## src/rtl/mbx_pkg.sv

```systemverilog
package mbx_pkg;
  localparam int unsigned DEF_AW    = 8;
  localparam int unsigned DEF_SW    = 8;
  localparam int unsigned DEF_NSLOT = 2;
  localparam int unsigned DEF_DEPTH = 2;

  function automatic int unsigned idx_w(input int unsigned n);
    return (n > 1) ? $clog2(n) : 1;
  endfunction
endpackage

```

## src/rtl/mbx_fifo.sv

```systemverilog
module mbx_fifo #(
  parameter int unsigned W     = 8,
  parameter int unsigned DEPTH = 2
) (
  input  logic         clk_i,
  input  logic         rst_ni,
  input  logic         push_i,
  input  logic [W-1:0] din_i,
  input  logic         pop_i,
  output logic [W-1:0] dout_o,
  output logic         full_o,
  output logic         empty_o
);
  localparam int unsigned PW = mbx_pkg::idx_w(DEPTH);
  localparam int unsigned CW = $clog2(DEPTH + 1);

  logic [W-1:0]  mem_q [DEPTH];
  logic [PW-1:0] wptr_q, rptr_q;
  logic [CW-1:0] cnt_q;
  logic          do_push, do_pop;

  assign full_o  = (cnt_q == CW'(DEPTH));
  assign empty_o = (cnt_q == '0);
  assign do_push = push_i & ~full_o;
  assign do_pop  = pop_i & ~empty_o;
  assign dout_o  = mem_q[rptr_q];

  function automatic logic [PW-1:0] nxt(input logic [PW-1:0] p);
    return (p == PW'(DEPTH - 1)) ? '0 : p + 1'b1;
  endfunction

  always_ff @(posedge clk_i or negedge rst_ni) begin
    if (!rst_ni) begin
      wptr_q <= '0;
      rptr_q <= '0;
      cnt_q  <= '0;
      for (int i = 0; i < DEPTH; i++) mem_q[i] <= '0;
    end else begin
      if (do_push) begin
        mem_q[wptr_q] <= din_i;
        wptr_q        <= nxt(wptr_q);
      end
      if (do_pop) rptr_q <= nxt(rptr_q);
      case ({do_push, do_pop})
        2'b10:   cnt_q <= cnt_q + 1'b1;
        2'b01:   cnt_q <= cnt_q - 1'b1;
        default: cnt_q <= cnt_q;
      endcase
    end
  end
endmodule

```

## src/rtl/mbx_lock_table.sv

```systemverilog
module mbx_lock_table #(
  parameter int unsigned AW    = 8,
  parameter int unsigned SW    = 8,
  parameter int unsigned NSLOT = 2,
  localparam int unsigned TW   = mbx_pkg::idx_w(NSLOT)
) (
  input  logic          clk_i,
  input  logic          rst_ni,
  input  logic          set_i,
  input  logic [TW-1:0] set_slot_i,
  input  logic [AW-1:0] set_base_i,
  input  logic [SW-1:0] set_size_i,
  input  logic          clr_i,
  input  logic [TW-1:0] clr_slot_i,
  input  logic [AW-1:0] probe_addr_i,
  output logic          hit_o,
  output logic [TW-1:0] free_slot_o,
  output logic          any_free_o
);
  localparam int unsigned EW = ((AW > SW) ? AW : SW) + 1;

  logic [NSLOT-1:0] busy_q, hit_v;
  logic [AW-1:0]    base_q [NSLOT];
  logic [SW-1:0]    size_q [NSLOT];

  for (genvar s = 0; s < NSLOT; s++) begin : g_slot
    logic [EW-1:0] lo, hi, pa;
    assign lo = EW'(base_q[s]);
    assign hi = EW'(base_q[s]) + EW'(size_q[s]);
    assign pa = EW'(probe_addr_i);
    assign hit_v[s] = busy_q[s] & (pa >= lo) & (pa < hi);

    always_ff @(posedge clk_i or negedge rst_ni) begin
      if (!rst_ni) begin
        busy_q[s] <= 1'b0;
        base_q[s] <= '0;
        size_q[s] <= '0;
      end else if (set_i && set_slot_i == TW'(s)) begin
        busy_q[s] <= 1'b1;
        base_q[s] <= set_base_i;
        size_q[s] <= set_size_i;
      end else if (clr_i && clr_slot_i == TW'(s)) begin
        busy_q[s] <= 1'b0;
      end
    end
  end

  assign hit_o      = |hit_v;
  assign any_free_o = ~&busy_q;

  // lowest free index wins
  always_comb begin
    free_slot_o = '0;
    for (int s = NSLOT - 1; s >= 0; s--)
      if (!busy_q[s]) free_slot_o = TW'(s);
  end
endmodule

```

## src/rtl/mbx_region_lock.sv

```systemverilog
module mbx_region_lock #(
  parameter int unsigned AW    = mbx_pkg::DEF_AW,
  parameter int unsigned SW    = mbx_pkg::DEF_SW,
  parameter int unsigned NSLOT = mbx_pkg::DEF_NSLOT,
  parameter int unsigned DEPTH = mbx_pkg::DEF_DEPTH,
  localparam int unsigned TW   = mbx_pkg::idx_w(NSLOT)
) (
  input  logic          clk_i,
  input  logic          rst_ni,
  input  logic          post_valid_i,
  input  logic [AW-1:0] post_addr_i,
  input  logic [SW-1:0] post_size_i,
  output logic          post_ready_o,
  output logic          mail_valid_o,
  output logic [AW-1:0] mail_addr_o,
  output logic [SW-1:0] mail_size_o,
  output logic [TW-1:0] mail_tag_o,
  input  logic          mail_pop_i,
  input  logic          rel_push_i,
  input  logic [TW-1:0] rel_tag_i,
  output logic          ack_valid_o,
  output logic [TW-1:0] ack_tag_o,
  input  logic          ack_pop_i,
  input  logic          wr_valid_i,
  input  logic [AW-1:0] wr_addr_i,
  output logic          wr_ok_o,
  output logic          viol_o,
  output logic          fwd_full_o,
  output logic          fwd_empty_o,
  output logic          rel_full_o,
  output logic          rel_empty_o
);
  localparam int unsigned MW = TW + AW + SW;

  logic          take, unlock, hit, any_free, viol_q;
  logic [TW-1:0] free_slot;
  logic [MW-1:0] fwd_din, fwd_dout;

  assign post_ready_o = any_free & ~fwd_full_o;
  assign take         = post_valid_i & post_ready_o;
  assign unlock       = ack_pop_i & ~rel_empty_o;
  assign fwd_din      = {free_slot, post_addr_i, post_size_i};
  assign {mail_tag_o, mail_addr_o, mail_size_o} = fwd_dout;
  assign mail_valid_o = ~fwd_empty_o;
  assign ack_valid_o  = ~rel_empty_o;

  mbx_fifo #(.W(MW), .DEPTH(DEPTH)) fwd_fifo_i (
    .clk_i, .rst_ni,
    .push_i (take),       .din_i  (fwd_din),
    .pop_i  (mail_pop_i), .dout_o (fwd_dout),
    .full_o (fwd_full_o), .empty_o(fwd_empty_o)
  );

  mbx_fifo #(.W(TW), .DEPTH(DEPTH)) rel_fifo_i (
    .clk_i, .rst_ni,
    .push_i (rel_push_i), .din_i  (rel_tag_i),
    .pop_i  (ack_pop_i),  .dout_o (ack_tag_o),
    .full_o (rel_full_o), .empty_o(rel_empty_o)
  );

  mbx_lock_table #(.AW(AW), .SW(SW), .NSLOT(NSLOT)) locks_i (
    .clk_i, .rst_ni,
    .set_i        (take),
    .set_slot_i   (free_slot),
    .set_base_i   (post_addr_i),
    .set_size_i   (post_size_i),
    .clr_i        (unlock),
    .clr_slot_i   (ack_tag_o),
    .probe_addr_i (wr_addr_i),
    .hit_o        (hit),
    .free_slot_o  (free_slot),
    .any_free_o   (any_free)
  );

  assign wr_ok_o = wr_valid_i & ~hit;

  always_ff @(posedge clk_i or negedge rst_ni) begin
    if (!rst_ni)                viol_q <= 1'b0;
    else if (wr_valid_i && hit) viol_q <= 1'b1;
  end
  assign viol_o = viol_q;
endmodule

```

## config.mk

```make
export PLATFORM = sky130hd
export DESIGN_NAME = mbx_region_lock
export DESIGN_NICKNAME = d
export VERILOG_FILES = /design/src/rtl/mbx_pkg.sv /design/src/rtl/mbx_fifo.sv /design/src/rtl/mbx_lock_table.sv /design/src/rtl/mbx_region_lock.sv
export SDC_FILE = /design/constraint.sdc
export NUM_CORES = 1
export LEC_CHECK = 0
export ABC_AREA = 1
export BUFFER_PORTS_ARGS = -buffer_cell sky130_fd_sc_hd__buf_2
export CAP_MARGIN = 30
export CORE_UTILIZATION = 53
export CTS_BUF_LIST = sky130_fd_sc_hd__clkbuf_16
export DETAILED_ROUTE_END_ITERATION = 16
export PLACE_DENSITY = 0.77
export SLEW_MARGIN = 5
export SYNTH_ARGS = -nofsm -noshare
export SYNTH_HDL_FRONTEND = slang
export SYNTH_SLANG_ARGS = --single-unit
```

## constraint.sdc

```tcl
create_clock -name clk_i -period 2.6 [get_ports clk_i]
set_input_delay 0.39 -clock clk_i [delete_from_list [all_inputs] [get_ports clk_i]]
set_output_delay 0.39 -clock clk_i [all_outputs]
set_load 0.05 [all_outputs]
```

# After elaboration in Yosys (flattened, before gate mapping)
# Index checks and enable logic that the tools add are counted.
# totals
register_bits	79
out_inout_bits	27
memories	0
romBits	0
latch_bits	0
ramBits	0
# classes
mux	24
eq_ne	6
n_bitwise	22
div	0
multipliers	0
addsub	10
shifts	0
order_cmp	10
n_reduce_logical	16
# ops
operator	count
$mux W17	4
$bwmux W34	1
$add A8 B8 Y9	2
$lt A8 B9 Y1	2
$demux W17 S1	1
$ge A8 B8 Y1	2
$mux W1	14
$and A1 B1 Y1	11
$eq A2 B2 Y1 const B	4
$ge A2 B2 Y1 const B	4
$not A1 Y2	4
$pmux W2 S2	2
$reduce_bool A2 Y1	4
$logic_and A1 B1 Y1	7
$not A1 Y1	7
$add A1 B1 Y1 const B	4
$add A2 B1 Y2 const B	2
$eq A2 B1 Y1 const B	2
$logic_not A2 Y1	2
$lt A2 B1 Y1 const B	2
$sub A2 B1 Y2 const B	2
$bwmux W2	1
$reduce_and A2 Y1	1
$reduce_or A2 Y1	1
other kinds (2)	2

# Longest topological paths before layout
# depth
depth_word	8
mapped_depth	19

# Modules after synthesis
# Synthesis repeated with hierarchy kept, for this count alone.
# hier_totals
cells_unflattened	641
hier_area_um2	4943.5
# modules_own_cells
module	seq_area_each_um2	n_inst	cells_each	area_each_um2
mbx_lock_table	850.8	1	348	2668.8
mbx_fifo at fwd_fifo_i	950.9	1	235	1856.8
mbx_fifo at rel_fifo_i	150.1	1	43	335.3
mbx_region_lock	25.0	1	15	82.6

# Worst setup path after synthesis
# No wires, ideal clock.
# synth_path
path_type	reg2out
startpoint	register locks_i.base_q[8] (netlist bit)
endpoint	output wr_ok_o
t_arrival_ps	2862
t_required_ps	2210
path_slack_ps	-652
path_stages_with_launch	18
path_cell_list	dfrtp_1 ha_1 inv_1 fa_1 o21ai_0 a31oi_1 xor2_1 ha_1 nand2_1 inv_1 nand2_1 nand2_1 nand2_1 nand2_1 nand2_1 nand2_1 nand2_1 nor2_1
# synth_via
elab_chain_cells	6
# synth_rtl
element	line_no	rtl
from (decl)	mbx_lock_table.sv:23	logic [AW-1:0] base_q [NSLOT];
from (signal, indexed assignment)	mbx_lock_table.sv:40	base_q[s] <= set_base_i;
$add A8 B8 Y9 or $ge A8 B8 Y1 (tied branches)	mbx_lock_table.sv:29, mbx_lock_table.sv:31	
$lt A8 B9 Y1 or $and A1 B1 Y1 (tied branches)	mbx_lock_table.sv:31	assign hit_v[s] = busy_q[s] & (pa >= lo) & (pa < hi);
$and A1 B1 Y1 *	mbx_lock_table.sv:31	
$reduce_or A2 Y1 *	mbx_lock_table.sv:48	assign hit_o = |hit_v;
$not A1 Y1 *	mbx_region_lock.sv:75	assign wr_ok_o = wr_valid_i & ~hit;
$and A1 B1 Y1 *	mbx_region_lock.sv:75	
to (decl)	mbx_region_lock.sv:26	output logic wr_ok_o,
# Every way passes the cells marked *; elsewhere a longest branch is shown, timed or not.

# Final worst setup path
# layout_path
startpoint	register locks_i.base_q[0] (netlist bit)
endpoint	output wr_ok_o
# Same word-level chain as after synthesis.

==> impl_metrics.ini <==
[run_status]
outcome = finished, violations left
violations = negative setup slack

[die]
core_area_um2 = 8380
start_util_pct = 56.1
fp.dieW_um = 96.2
rows = 33
pin_count = 59
dieArea_um2 = 9250
die_h_um = 96.2

[yosys]
synth_compound_gate_area_share_pct = 10.9
syn_area_um2 = 4700
yosys.area_share.simple_pct = 17.3
synth_xor_area_share_pct = 3.54
synth_fp_nets = 630
synth_fa_ha_area_share_pct = 13.6
seq_area_frac_synth_pct = 42.1
ys_ff_latch = 79
netlist_instances = 548
synth_cell_types = 29
synth_top_family_by_area = simple AND/OR/NAND/NOR gates
yosys_warnings = 0
synth_mux_area_share_pct = 4.87
avgSynthCellArea_um2 = 8.58

[setup_path]
slowest_delay_ns = 0.38
cp.arrival_ns = 2.84
critical_path.max_fanout = 3
crit_slowest_cell = fa_2
crit_chain = ha_2, inv_2, fa_2, o21ai_4, xor2_1, ha_1, nand2_1, nor2_1, nand2_1, nand3_1, nand2_1, nand2_1, nand2_1, nand2_1, nand2_2, nand2_2, nand2_2, nor2_4, buf_6
critPathBufInv = 2
cp_top_family = adder cells
crit_top_cell = nand2_1
startpoint_type = register
criticalPathCategory = reg2out
endpoint_kind = primary output
crit_required_ns = 2.21

[timing]
hold_viol_final = 0
fin_skew_ns = 0.00606
final_max_slew_viol_count = 0
tightest_slew_ns = 0.630
slew_headroom_pct = 57.9
fmax_mhz = 309
tns_ns = -0.642
period_share_pct = 124
period_minus_slack_ns = 3.23
rsz0062_at_grt = true
setup_slack_ns = -0.632
report.final.setup_viol = 2

[clock_tree]
ctsHtreeMaxLevel = 3
cts_buffer_depth = 2
root_buffer = clkbuf_16
cts_num_sinks = 79
cts_tree = built
clk_latency_ns = 0.33
clkTransAtPathRegs_ns = 0.06
cts_buffers = 9

[drt]
route.detailed.drc = 0
avgRoutedWirePerCell_um = 14.8
dr.first_iter.drc_count = 150
first_pass_iters = 5
routed_via_density = 5.21
totalWireLength_mm = 11.0
vias = 3866
route.antenna.remaining_nets = 0

[flow_run]
drv_cap = 0

[global_route]
grt_max_degree = 80
grt_remaining_overflow = 0
antenna_found_initial = 0
grt_pass1_wl_mm = 17.7
grt_usage_pct = 26.0
grt_pass1_vias = 3650

[placed_design]
dpl.hpwl_mm = 8.10
portBuffers = 58
gp_congestion = 0.852

[layout]
drive_gt1_share_pct = 22.4
diodes = 0
final_nets = 714
final_cell_mix = 160 x nand2_1, 79 x dfrtp_1, 74 x inv_1
final_common_cell = nand2_1
area_growth_pct = 19.7

[hold_path]
hold_path_class = in2reg
## metrics by stage
| stage | util (%) | setup slack, ns | std cells | cell area (µm²) | hold slack (ns) |
|---|---|---|---|---|---|
| 2_1_floorplan | - | -0.111 | 548 | 4730 | 0.0944 |
| 3_3_place_gp | 62.5 | -0.290 | 721 | 5240 | 0.449 |
| 3_5_place_dp | 62.5 | -0.388 | 721 | 5240 | 0.450 |
| 4_1_cts | 66.0 | -0.626 | 737 | 5530 | 0.256 |
| 5_1_grt | 67.1 | -0.801 | 742 | 5630 | 0.293 |
| 6_report | 67.1 | -0.632 | 742 | 5630 | 0.280 |
## registers in the layout, indices dropped and copies added (netlist names)
name and flops:
fwd_fifo_i.mem_q 34, locks_i.base_q 16, locks_i.size_q 16, fwd_fifo_i.cnt_q 2, locks_i.busy_q 2, rel_fifo_i.cnt_q 2
rel_fifo_i.mem_q 2, fwd_fifo_i.rptr_q 1, fwd_fifo_i.wptr_q 1, rel_fifo_i.rptr_q 1, rel_fifo_i.wptr_q 1, viol_o 1
## metal layers
layer  vias up  part of all wire [%]  global-route usage [%]
met3        12                   5.2                    4.34
met1      1821                    46                    35.2
li1       1929                     -                       -
met4         0                   1.3                    7.46
met2       104                    47                    42.8
met5         -                     0                       0
## tightest hold or removal path, delay by kind of cell
family	cells	cell delay (ns)
buffers and inverters	1	0.09
and+or+nand+nor	2	0.09
## logic make-up (layout without fill, tap and decap cells)
logic type,count (synthesis),count (layout)
simple gates,197,197
compound gates,97,97
buf+inv,89,178
flops,79,79
fa+ha+maj,50,50
xor+xnor,19,19
mux,17,17
## synth_stat cells
cell / instances / area, µm²
buf_2: 4 / 20.0
nor2_4: 3 / 33.8
o21ai_0: 64 / 320
inv_1: 75 / 282
o311ai_0: 2 / 17.5
nor2_2: 1 / 6.26
clkbuf_1: 5 / 18.8
nand4_1: 2 / 12.5
fa_1: 2 / 40.0
dfrtp_1: 79 / 1980
o21bai_1: 2 / 15.0
a31oi_1: 2 / 12.5
nor3_1: 6 / 30.0
buf_12: 1 / 20.0
nand3_1: 8 / 40.0
mux2_4: 10 / 150
buf_4: 2 / 15.0
nor2_8: 1 / 20.0
or2_2: 1 / 6.26
nor2_1: 11 / 41.3
xor2_1: 11 / 96.3
mux2_2: 7 / 78.8
xnor2_1: 8 / 70.1
ha_1: 48 / 601
inv_2: 2 / 7.51
a21oi_1: 26 / 130
nand2_1: 163 / 612
a21oi_4: 1 / 16.3
nand2_4: 1 / 11.3
## repair_timing
action	in CTS	in global routing
resized for setup	5	9
pin swaps	0	12
setup endpoints to repair	1	2
setup buffers	0	3
endpoints found under the hold margin	0	6
gates cloned	0	0
hold buffers	0	1
## final cells by class
cell class | count | area, µm²
Clock buffer | 9 | 225
Clock inverter | 7 | 40.0
Fill cell | 674 | 2750
Inverter | 77 | 289
Multi-Input combinational cell | 380 | 2440
Sequential cell | 79 | 1980
Tap cell | 105 | 131
Timing Repair Buffer | 85 | 524
## final timing paths
kind	from	to	slack, ns	cells past startpoint
max	locks_i.base_q[0]	wr_ok_o	-0.63	19
min	wr_valid_i	viol_o	0.28	3
max reg2reg	locks_i.base_q[0]	viol_o	-0.01	20
min reg2reg	viol_o	viol_o	0.46	2
max in group asynchronous	rst_ni	locks_i.size_q[3]	1.64	3
min in group asynchronous	rst_ni	fwd_fifo_i.cnt_q[0]	0.42	2
Power is not shown: default switching activity piles up to over one toggle a cycle in this logic, so the estimate is an artifact.
